### src/rtl/ccr_pkg.sv
// Shared constants and types for the call/return control unit.
package ccr_pkg;
    // Operation codes on in_op.
    typedef enum logic {
        OP_CALL = 1'b0,
        OP_RET  = 1'b1
    } ccr_op_e;

    // Size of one instruction in bytes.
    localparam int unsigned INSTR_BYTES = 16;
    // log2 of INSTR_BYTES, used to scale the call distance.
    localparam int unsigned INSTR_SHIFT = 4;
endpackage

### src/rtl/ccr_cond.sv
// Branch condition evaluator.
// Asserts cond when the unconditional flag is set, or when operand B,
// taken as unsigned, does not exceed the immediate bound zero-extended
// to the data width. Purely combinational.
// Assumes IW <= DW.
module ccr_cond #(
    parameter int unsigned DW = 64,
    parameter int unsigned IW = 32
) (
    input  logic [DW-1:0] b,
    input  logic [IW-1:0] bound,
    input  logic          uncond,
    output logic          cond
);
    localparam int unsigned PADW = DW - IW;

    logic [DW-1:0] bound_ext;

    // Zero-extend the bound and compare unsigned.
    always_comb begin
        bound_ext = {{PADW{1'b0}}, bound};
        cond      = uncond | (b <= bound_ext);
    end
endmodule

### src/rtl/ccr_target.sv
// Next-address calculator.
// Produces the sequential address, the forward call target and the
// return address to be saved by a call. Purely combinational.
// Assumes byte addressing and a fixed instruction size.
module ccr_target #(
    parameter int unsigned AW = 32,
    parameter int unsigned OW = 7
) (
    input  logic [AW-1:0] pc,
    input  logic [OW-1:0] ofs,
    output logic [AW-1:0] seq_pc,
    output logic [AW-1:0] call_pc
);
    import ccr_pkg::*;

    logic [AW-1:0] ofs_bytes;

    // Scale the offset field to bytes and form both targets.
    always_comb begin
        ofs_bytes = AW'(ofs) << INSTR_SHIFT;
        seq_pc    = pc + AW'(INSTR_BYTES);
        call_pc   = pc + ofs_bytes + AW'(INSTR_BYTES);
    end
endmodule

### src/rtl/ccr_stack.sv
// Hardware stack of (value, return address) pairs.
// push writes a pair on top; pop discards the top pair. The top pair is
// readable combinationally. The caller must never push when full, never
// pop when empty, and never do both in the same cycle.
// The storage itself is not reset; only the depth counter is.
module ccr_stack #(
    parameter int unsigned DEPTH = 16,
    parameter int unsigned DW    = 64,
    parameter int unsigned AW    = 32
) (
    input  logic          clk,
    input  logic          rst_n,
    input  logic          push,
    input  logic          pop,
    input  logic [DW-1:0] push_val,
    input  logic [AW-1:0] push_ret,
    output logic [DW-1:0] top_val,
    output logic [AW-1:0] top_ret,
    output logic          empty,
    output logic          full
);
    localparam int unsigned CW   = $clog2(DEPTH + 1);
    localparam int unsigned IDXW = (DEPTH > 1) ? $clog2(DEPTH) : 1;

    logic [DW-1:0]   val_mem [DEPTH];
    logic [AW-1:0]   ret_mem [DEPTH];
    logic [CW-1:0]   count_q;
    logic [IDXW-1:0] wr_idx;
    logic [IDXW-1:0] top_idx;

    // Derive the write slot, the top slot and the status flags from the depth.
    always_comb begin
        wr_idx  = IDXW'(count_q);
        top_idx = IDXW'(count_q - CW'(1));
        empty   = (count_q == '0);
        full    = (count_q == CW'(DEPTH));
        top_val = val_mem[top_idx];
        top_ret = ret_mem[top_idx];
    end

    // Track the depth of the stack.
    always_ff @(posedge clk) begin
        if (!rst_n) begin
            count_q <= '0;
        end else if (push) begin
            count_q <= count_q + CW'(1);
        end else if (pop) begin
            count_q <= count_q - CW'(1);
        end
    end

    // Write the pushed pair into the storage.
    always_ff @(posedge clk) begin
        if (push) begin
            val_mem[wr_idx] <= push_val;
            ret_mem[wr_idx] <= push_ret;
        end
    end


    depth_bound_chk: assert property (@(posedge clk) disable iff (!rst_n)
        count_q <= CW'(DEPTH));

    push_step_chk: assert property (@(posedge clk) disable iff (!rst_n)
        push |=> count_q == $past(count_q) + CW'(1));

    pop_step_chk: assert property (@(posedge clk) disable iff (!rst_n)
        pop |=> count_q == $past(count_q) - CW'(1));

    push_pop_excl_chk: assert property (@(posedge clk) disable iff (!rst_n)
        !(push && pop));
endmodule

### src/rtl/ccr_unit.sv
// Conditional call/return control unit (top).
// Each cycle with in_valid high, it evaluates the branch condition,
// updates the call stack and registers the next pc, the C result and the
// C write strobe. The results appear one cycle after the instruction.
// A return on an empty stack, or a call on a full stack, is refused and
// acts as C = A. A call refused for lack of space sets the sticky overflow
// flag.
module ccr_unit #(
    parameter int unsigned DW    = 64,
    parameter int unsigned IW    = 32,
    parameter int unsigned AW    = 32,
    parameter int unsigned OW    = 7,
    parameter int unsigned DEPTH = 16
) (
    input  logic          clk,
    input  logic          rst_n,
    input  logic          in_valid,
    input  logic          in_op,
    input  logic [DW-1:0] op_a,
    input  logic [DW-1:0] op_b,
    input  logic [OW-1:0] call_ofs,
    input  logic [IW-1:0] imm1,
    input  logic          uncond,
    input  logic [AW-1:0] pc,
    output logic          out_valid,
    output logic          out_taken,
    output logic [AW-1:0] out_next_pc,
    output logic [DW-1:0] out_c,
    output logic          out_c_wr,
    output logic          stack_empty,
    output logic          stack_full,
    output logic          overflow
);
    import ccr_pkg::*;

    logic          cond;
    logic [AW-1:0] seq_pc;
    logic [AW-1:0] call_pc;
    logic [DW-1:0] top_val;
    logic [AW-1:0] top_ret;
    logic          is_call;
    logic          is_ret;
    logic          call_tk;
    logic          ret_tk;
    logic          call_ovf;
    logic          do_push;
    logic          do_pop;
    logic          nx_taken;
    logic [AW-1:0] nx_pc;
    logic [DW-1:0] nx_c;
    logic          nx_cwr;

    logic          valid_q;
    logic          taken_q;
    logic [AW-1:0] npc_q;
    logic [DW-1:0] c_q;
    logic          cwr_q;
    logic          ovf_q;

    ccr_cond #(.DW(DW), .IW(IW)) u_cond (
        .b      (op_b),
        .bound  (imm1),
        .uncond (uncond),
        .cond   (cond)
    );

    ccr_target #(.AW(AW), .OW(OW)) u_target (
        .pc      (pc),
        .ofs     (call_ofs),
        .seq_pc  (seq_pc),
        .call_pc (call_pc)
    );

    ccr_stack #(.DEPTH(DEPTH), .DW(DW), .AW(AW)) u_stack (
        .clk      (clk),
        .rst_n    (rst_n),
        .push     (do_push),
        .pop      (do_pop),
        .push_val (op_a),
        .push_ret (seq_pc),
        .top_val  (top_val),
        .top_ret  (top_ret),
        .empty    (stack_empty),
        .full     (stack_full)
    );

    // Decode the operation and settle the branch outcome against stack state.
    always_comb begin
        is_call  = in_valid && (ccr_op_e'(in_op) == OP_CALL);
        is_ret   = in_valid && (ccr_op_e'(in_op) == OP_RET);
        call_tk  = is_call && cond && !stack_full;
        call_ovf = is_call && cond && stack_full;
        ret_tk   = is_ret && cond && !stack_empty;
        do_push  = call_tk;
        do_pop   = ret_tk;
    end

    // Select the next pc, the C result and the write strobe.
    always_comb begin
        nx_taken = call_tk || ret_tk;
        nx_pc    = seq_pc;
        nx_c     = op_a;
        nx_cwr   = 1'b1;
        if (call_tk) begin
            nx_pc  = call_pc;
            nx_cwr = 1'b0;
        end else if (ret_tk) begin
            nx_pc  = top_ret;
            nx_c   = op_a ^ top_val;
        end
    end

    // Register the results of an accepted instruction.
    always_ff @(posedge clk) begin
        if (!rst_n) begin
            valid_q <= 1'b0;
            taken_q <= 1'b0;
            npc_q   <= '0;
            c_q     <= '0;
            cwr_q   <= 1'b0;
        end else begin
            valid_q <= in_valid;
            if (in_valid) begin
                taken_q <= nx_taken;
                npc_q   <= nx_pc;
                c_q     <= nx_c;
                cwr_q   <= nx_cwr;
            end else begin
                cwr_q   <= 1'b0;
            end
        end
    end

    // Hold the sticky overflow flag.
    always_ff @(posedge clk) begin
        if (!rst_n) begin
            ovf_q <= 1'b0;
        end else if (call_ovf) begin
            ovf_q <= 1'b1;
        end
    end

    assign out_valid   = valid_q;
    assign out_taken   = taken_q;
    assign out_next_pc = npc_q;
    assign out_c       = c_q;
    assign out_c_wr    = cwr_q;
    assign overflow    = ovf_q;


    ret_empty_chk: assert property (@(posedge clk) disable iff (!rst_n)
        (is_ret && stack_empty) |=> (out_valid && !out_taken));

    no_overflow_push_chk: assert property (@(posedge clk) disable iff (!rst_n)
        (is_call && stack_full) |=> (out_valid && !out_taken && out_c_wr));

    idle_chk: assert property (@(posedge clk) disable iff (!rst_n)
        !in_valid |=> !out_valid);

    not_taken_wr_chk: assert property (@(posedge clk) disable iff (!rst_n)
        (out_valid && !out_taken) |-> out_c_wr);

    ovf_sticky_chk: assert property (@(posedge clk) disable iff (!rst_n)
        overflow |=> overflow);
endmodule

### config.mk
export PLATFORM = sky130hd
export DESIGN_NAME = ccr_unit
export DESIGN_NICKNAME = d
export VERILOG_FILES = /design/src/rtl/ccr_pkg.sv /design/src/rtl/ccr_cond.sv /design/src/rtl/ccr_target.sv /design/src/rtl/ccr_stack.sv /design/src/rtl/ccr_unit.sv
export SDC_FILE = /design/constraint.sdc
export NUM_CORES = 2
export LEC_CHECK = 0
export BUFFER_PORTS_ARGS = -buffer_cell sky130_fd_sc_hd__buf_4
export CELL_PAD_IN_SITES_DETAIL_PLACEMENT = 1
export CELL_PAD_IN_SITES_GLOBAL_PLACEMENT = 2
export CORE_UTILIZATION = 35
export CTS_BUF_LIST = sky130_fd_sc_hd__clkbuf_16
export CTS_CLUSTER_SIZE = 24
export DETAILED_ROUTE_END_ITERATION = 16
export PLACE_DENSITY = 0.69
export SLEW_MARGIN = 5
export SYNTH_ARGS = -nofsm -noshare
export SYNTH_HDL_FRONTEND = slang
export SYNTH_SLANG_ARGS = --single-unit
### constraint.sdc
create_clock -name clk -period 26.5 [get_ports clk]
set_clock_uncertainty 0.2 [all_clocks]
set_input_delay 3.975 -clock clk [delete_from_list [all_inputs] [get_ports clk]]
set_output_delay 3.975 -clock clk [all_outputs]
set_load 0.01 [all_outputs]
# Word level (Yosys, flattened, before mapping)
# Memory sizes are Yosys's and may differ from the RTL's.
# Cells that the tools add are included.
[word_totals]
reg_bits = 105
mem_bits_rw = 1536
input_bits = 204
out_inout_bits = 102
wordCells = 41
memories = 2
[op_classes]
n_addsub = 5
order_cmp = 1
n_eq_ne = 1
n_mux = 9
n_bitwise = 3
n_reduce_logical = 13
[mem_list]
columns = ["memory", "words", "word_bits", "read_ports", "rd_ports_with_merged_regs", "write_ports", "line_no", "text"]
rows = [
  ["u_stack.val_mem", 16, 64, 1, 0, 1, "ccr_stack.sv:25", "logic [DW-1:0] val_mem [DEPTH];"],
  ["u_stack.ret_mem", 16, 32, 1, 0, 1, "ccr_stack.sv:26", "logic [AW-1:0] ret_mem [DEPTH];"],
]
[op_table]
columns = ["operator", "n"]
rows = [
  ["64-bit 2-to-1 mux", 2],
  ["32-bit by 5-bit adder with 32-bit output (second input constant)", 2],
  ["64-bit by 32-bit <= comparator with 1-bit output", 1],
  ["32-bit 2-to-1 mux", 2],
  ["64-bit bitwise XOR", 1],
  ["32-bit by 11-bit adder with 32-bit output", 1],
  ["5-bit 2-to-1 mux", 2],
  ["1-bit logical AND", 7],
  ["5-bit by 1-bit adder with 5-bit output (second input constant)", 1],
  ["5-bit == test (second input constant)", 1],
  ["5-bit zero test", 1],
  ["5-bit by 1-bit subtractor with 5-bit output (second input constant)", 1],
  ["1-bit 2-to-1 mux", 3],
  ["1-bit zero test", 2],
  ["2-bit AND reduction", 1],
  ["2-bit nonzero test", 1],
  ["1-bit logical OR", 1],
  ["1-bit inverter", 1],
  ["1-bit OR", 1],
]

# Depth between registers and ports, before layout
[depth]
word_depth = 6
ltp_mapped = 16
mapped_depth_nobuf = 13

# Cells and area by module
# Synthesis repeated with hierarchy kept, for this count alone.
[unflattened]
hier_cells = 3412
area_unflattened_um2 = 65296.4
[by_module_without_submodules]
columns = ["module", "n_inst", "cells_per_inst", "area_per_inst_um2", "seq_area_each_um2"]
rows = [
  ["ccr_stack", 1, 2528, 58277.1, 46224.3],
  ["ccr_unit", 1, 581, 4824.6, 2001.9],
  ["ccr_target", 1, 180, 1323.8, 0.0],
  ["ccr_cond", 1, 123, 870.8, 0.0],
]

# Worst setup path before layout
# Ideal clock, no wire load.
[synth_path]
kind = "input to register"
from = "input port imm1[22]"
to = "memory u_stack.ret_mem[1][0], enable pin"
setup_ns = 0.668
t_arrival_ns = 12.440
t_required_ns = 25.632
setup_slack_ns = 13.192
path_stages = 10
path_buffers = 0
cell_sequence = "inv_1 > ha_1 > nand4_1 > or4_1 > nor4_2 > a21oi_1 > o32a_2 > nor3_4 > nand2_1 > nor3_1"
[synth_between]
elab_chain_cells = 6
[synth_rtl]
columns = ["element", "line_no", "text"]
rows = [
  ["start, declared", "ccr_unit.sv:22", "input logic [IW-1:0] imm1,"],
  ["64-bit by 32-bit <= comparator with 1-bit output", "ccr_cond.sv:22", "cond = uncond | (b <= bound_ext);"],
  ["1-bit OR", "ccr_cond.sv:22", ""],
  ["1-bit logical AND (2 in a row)", "ccr_unit.sv:91", "call_tk = is_call && cond && !stack_full;"],
  ["1-bit 2-to-1 mux", "ccr_stack.sv:54", "if (push) begin"],
  ["1-bit 2-to-1 mux (implied by the code)", "ccr_stack.sv:56", "ret_mem[wr_idx] <= push_ret;"],
  ["end, declared", "ccr_stack.sv:26", ""],
]
# Every way passes these cells.

# Worst setup path in the final report
[layout_path]
from = "input port op_b[30]"
to = "memory u_stack.ret_mem[10][24], enable pin"
[layout_between]
elab_chain_cells = 6
[layout_rtl]
columns = ["element", "line_no", "text"]
rows = [
  ["start, declared", "ccr_unit.sv:20", "input logic [DW-1:0] op_b,"],
  ["64-bit by 32-bit <= comparator with 1-bit output", "ccr_cond.sv:22", ""],
  ["1-bit OR", "ccr_cond.sv:22", ""],
  ["1-bit logical AND (2 in a row)", "ccr_unit.sv:91", ""],
  ["1-bit 2-to-1 mux", "ccr_stack.sv:54", ""],
  ["1-bit 2-to-1 mux (implied by the code)", "ccr_stack.sv:56", ""],
]
# Every way passes these cells.

==> metrics.cfg <==
[status]
status=finished, final reports clean

[worst_setup_path]
crit_family=simple AND/OR/NAND/NOR gates
critPathMaxFanout=40
critPathKind=in -> reg
cp_slowest_stage_delay_ns=0.89
cp_slowest_cell=nor2_4
crit_path_frequent_cell=buf_4
critPathBufInv=3
path_cells=buf_4, ha_1, nand4_1, or4_1, nor4_2, a21oi_1, o32a_2, nor3_4, nand2_1, nor2_4, buf_4, buf_4
worstPathRequired_ns=26.72
startpoint_type=primary input
arrival_ns=8.74
critPathCaptureType=register

[detailed_routing]
wl_per_cell_um=26.5
drt.antenna.violating_nets=0
first_pass_iters=5
drt_iter0_drc=2453
routed_wl_mm=168
drc=0
routed_via_density=5.25
num_vias=33268

[cells_and_area]
most-common-layout-cells=edfxtp_1 (1536), mux4_2 (391), buf_4 (375), a21oi_1 (179), clkbuf_16 (172)
final_common_cell=edfxtp_1
final_nets=3965
fin_util=0.411
syn_to_final_growth_pct=16.7
layout-drive-gt1-share=0.271
fin_area_um2=76200

[sta]
rsz0062_at_grt=false
period_needed_ns=8.53
max_slew_margin=0.140
slew_viol_final=0
final_min_period_over_clock_period=0.322
hold_ws_ns=0.290
setup_viol=0
hold_violations=0
worst_pin_slew_ns=1.29
clock.fmax_ghz=0.117
totalNegativeSetupSlack_ns=0

[worst_hold_path]
hold_class=reg -> reg

[cts]
cts_tree=done
clk_latency_ns=0.80
holdBufCountCts=0
h-tree-depth=4
post_cts_buffers=0
clk_path_buf_depth=3
clockRootBuffer=clkbuf_16
path_clk_slew_ns=0.06
cts_sinks=1641
numCtsBuffers=170
cts_resized=0

[placed_design]
gp_congestion=0.738
io_buffers=305
hpwlAfterDp_mm=96.5
placed_cell_area_um2=70600

[synth]
synth_edf_count=1536
synth_top_family_by_area=multiplexers
synth_area_um2=65300
syn_inst=3350
synth-seq-cells=1641
ys_seq_area_frac=0.739
synth_compound_area_frac=0.0415
syn-num-nets=3607
synth_area_per_cell_um2=19.5
synth_ff_type=edfxtp_1
yosys_warnings=0
synth_simple_gate_area_frac=0.0288
ys_types=59
synth_xor_area_frac=0.0154
synthArstFlopShare=0
synthAdderAreaFrac=0.0103
synthMuxAreaShare=0.149

[grt]
grt_max_degree=133
antenna_found_initial=11
grtUsageTotal=0.178
grt_first_pass_wirelength_mm=245
grt_pass1_vias=35845
grt_overflow=0

[power]
p_seq_frac=0.491
fin_total_pwr_w=0.00584
p_int_w=0.00446
p_comb_frac=0.103
swShare=0.236
power.leakage_nw=24.1
clock_power_share=0.406
p_per_area_nw_per_um2=76.7
peakVddDrop_mv=0.0744
p_sw_w=0.00138

[die]
die_h_um=434
initial_core_util=0.352
num_io_pins=306
rows=158
core_um2=185000
dieWidth_um=434
die_area_um2=188000

[flow_run]
max_cap_viol_count=0

-- final cells by class --
type                            instances  area, um^2
Inverter                               46         173
Multi-Input combinational cell       1466       16200
Clock buffer                          172        4300
Antenna cell                            2        5.00
Timing Repair Buffer                  383        2970
Fill cell                           17887      109000
Clock inverter                        144        1220
Tap cell                             2480        3100
Sequential cell                      1641       48200
-- worst register-to-register path, stage by stage, from the launching register on --
cell and delay, ns:
dfxtp_4 0.75, inv_1 0.30, ha_4 0.83, buf_12 0.65
buf_4 0.92, mux4_2 0.45, a211oi_1 0.26, a21oi_1 0.08
nand3_1 0.16, xor2_1 0.43, a21oi_1 0.13
-- kinds of logic (layout without fill, tap and decap cells) --
| kind of cell | count (synthesis) | after routing |
|---|---|---|
| fa+ha+maj | 53 | 53 |
| buf+inv | 243 | 745 |
| xor+xnor | 115 | 115 |
| mux | 483 | 483 |
| other cells | 0 | 2 |
| flops | 1641 | 1641 |
| simple gates | 362 | 362 |
| compound gates | 453 | 453 |
-- path summary, 6_finish.rpt --
path,from,to,slack (ns),depth (start not counted)
max,op_b[30],u_stack.ret_mem[10][24],17.97,12
min,u_stack.count_q[4],u_stack.count_q[4],0.29,2
max reg2reg,u_stack.count_q[0],out_c[51],21.22,10
min reg2reg,u_stack.count_q[4],u_stack.count_q[4],0.29,2
-- through the flow --
step	std cells	setup WS, ns
2_1_floorplan	3350	13.19
3_3_place_gp	6016	17.08
3_5_place_dp	6016	17.03
4_1_cts	6332	17.88
5_1_grt	6334	17.72
6_report	6334	17.97
-- power by group through the flow --
| stage | Clock (W) | Combinational [W] | Sequential [W] |
|---|---|---|---|
| finish | 0.00237 | 0.000601 | 0.00287 |
| global route | 0.00251 | 0.000652 | 0.00287 |
| CTS | 0.00243 | 0.000617 | 0.00287 |
| detailed placement | 0 | 0.000614 | 0.00292 |
| global placement | 0 | 0.000609 | 0.00292 |
| floorplan | 0 | 0.000379 | 0.00293 |
-- synth_stat cells (all sizes together) (2+ instances only) --
cell type,instances,area share
nand2b,4,0.00038
and3,5,0.00048
nor2b,90,0.0086
and2,3,0.00029
dfxtp,105,0.032
a221oi,3,0.00040
mux2i,91,0.014
inv,46,0.0026
nand3,80,0.0062
a22oi,21,0.0024
a21boi,2,0.00023
o21ai,104,0.0080
a311oi,4,0.00054
a31oi,26,0.0026
clkbuf,108,0.0062
a21o,7,0.00081
ha,52,0.010
nand4b,2,0.00027
a32oi,2,0.00027
nor3b,2,0.00023
o32ai,2,0.00056
xor2,87,0.012
nand2,73,0.0042
a211oi,91,0.010
mux4,391,0.13
edfxtp,1536,0.71
o21a,2,0.00023
or2,2,0.00019
a2bb2oi,2,0.00027
nand4,16,0.0015
buf,89,0.0071
o21bai,2,0.00023
nor4,13,0.0014
or3,4,0.00038
xnor2,28,0.0038
a21oi,179,0.014
nor2,48,0.0028
nor3,18,0.0016
-- state kept, by name (all words and copies together) (netlist names) --
signal	flops
out_c	64
out_c_wr	1
out_next_pc	32
out_taken	1
out_valid	1
overflow	1
u_stack.count_q	5
u_stack.ret_mem	512
u_stack.val_mem	1024
-- routing by layer --
| layer | part of all wire | global-route usage |
|---|---|---|
| met1 | 0.43 | 0.232 |
| met2 | 0.51 | 0.305 |
| met3 | 0.049 | 0.0299 |
| met4 | 0.020 | 0.0476 |
| met5 | 0.00024 | 0 |
Power figures use the tool's default switching activity.
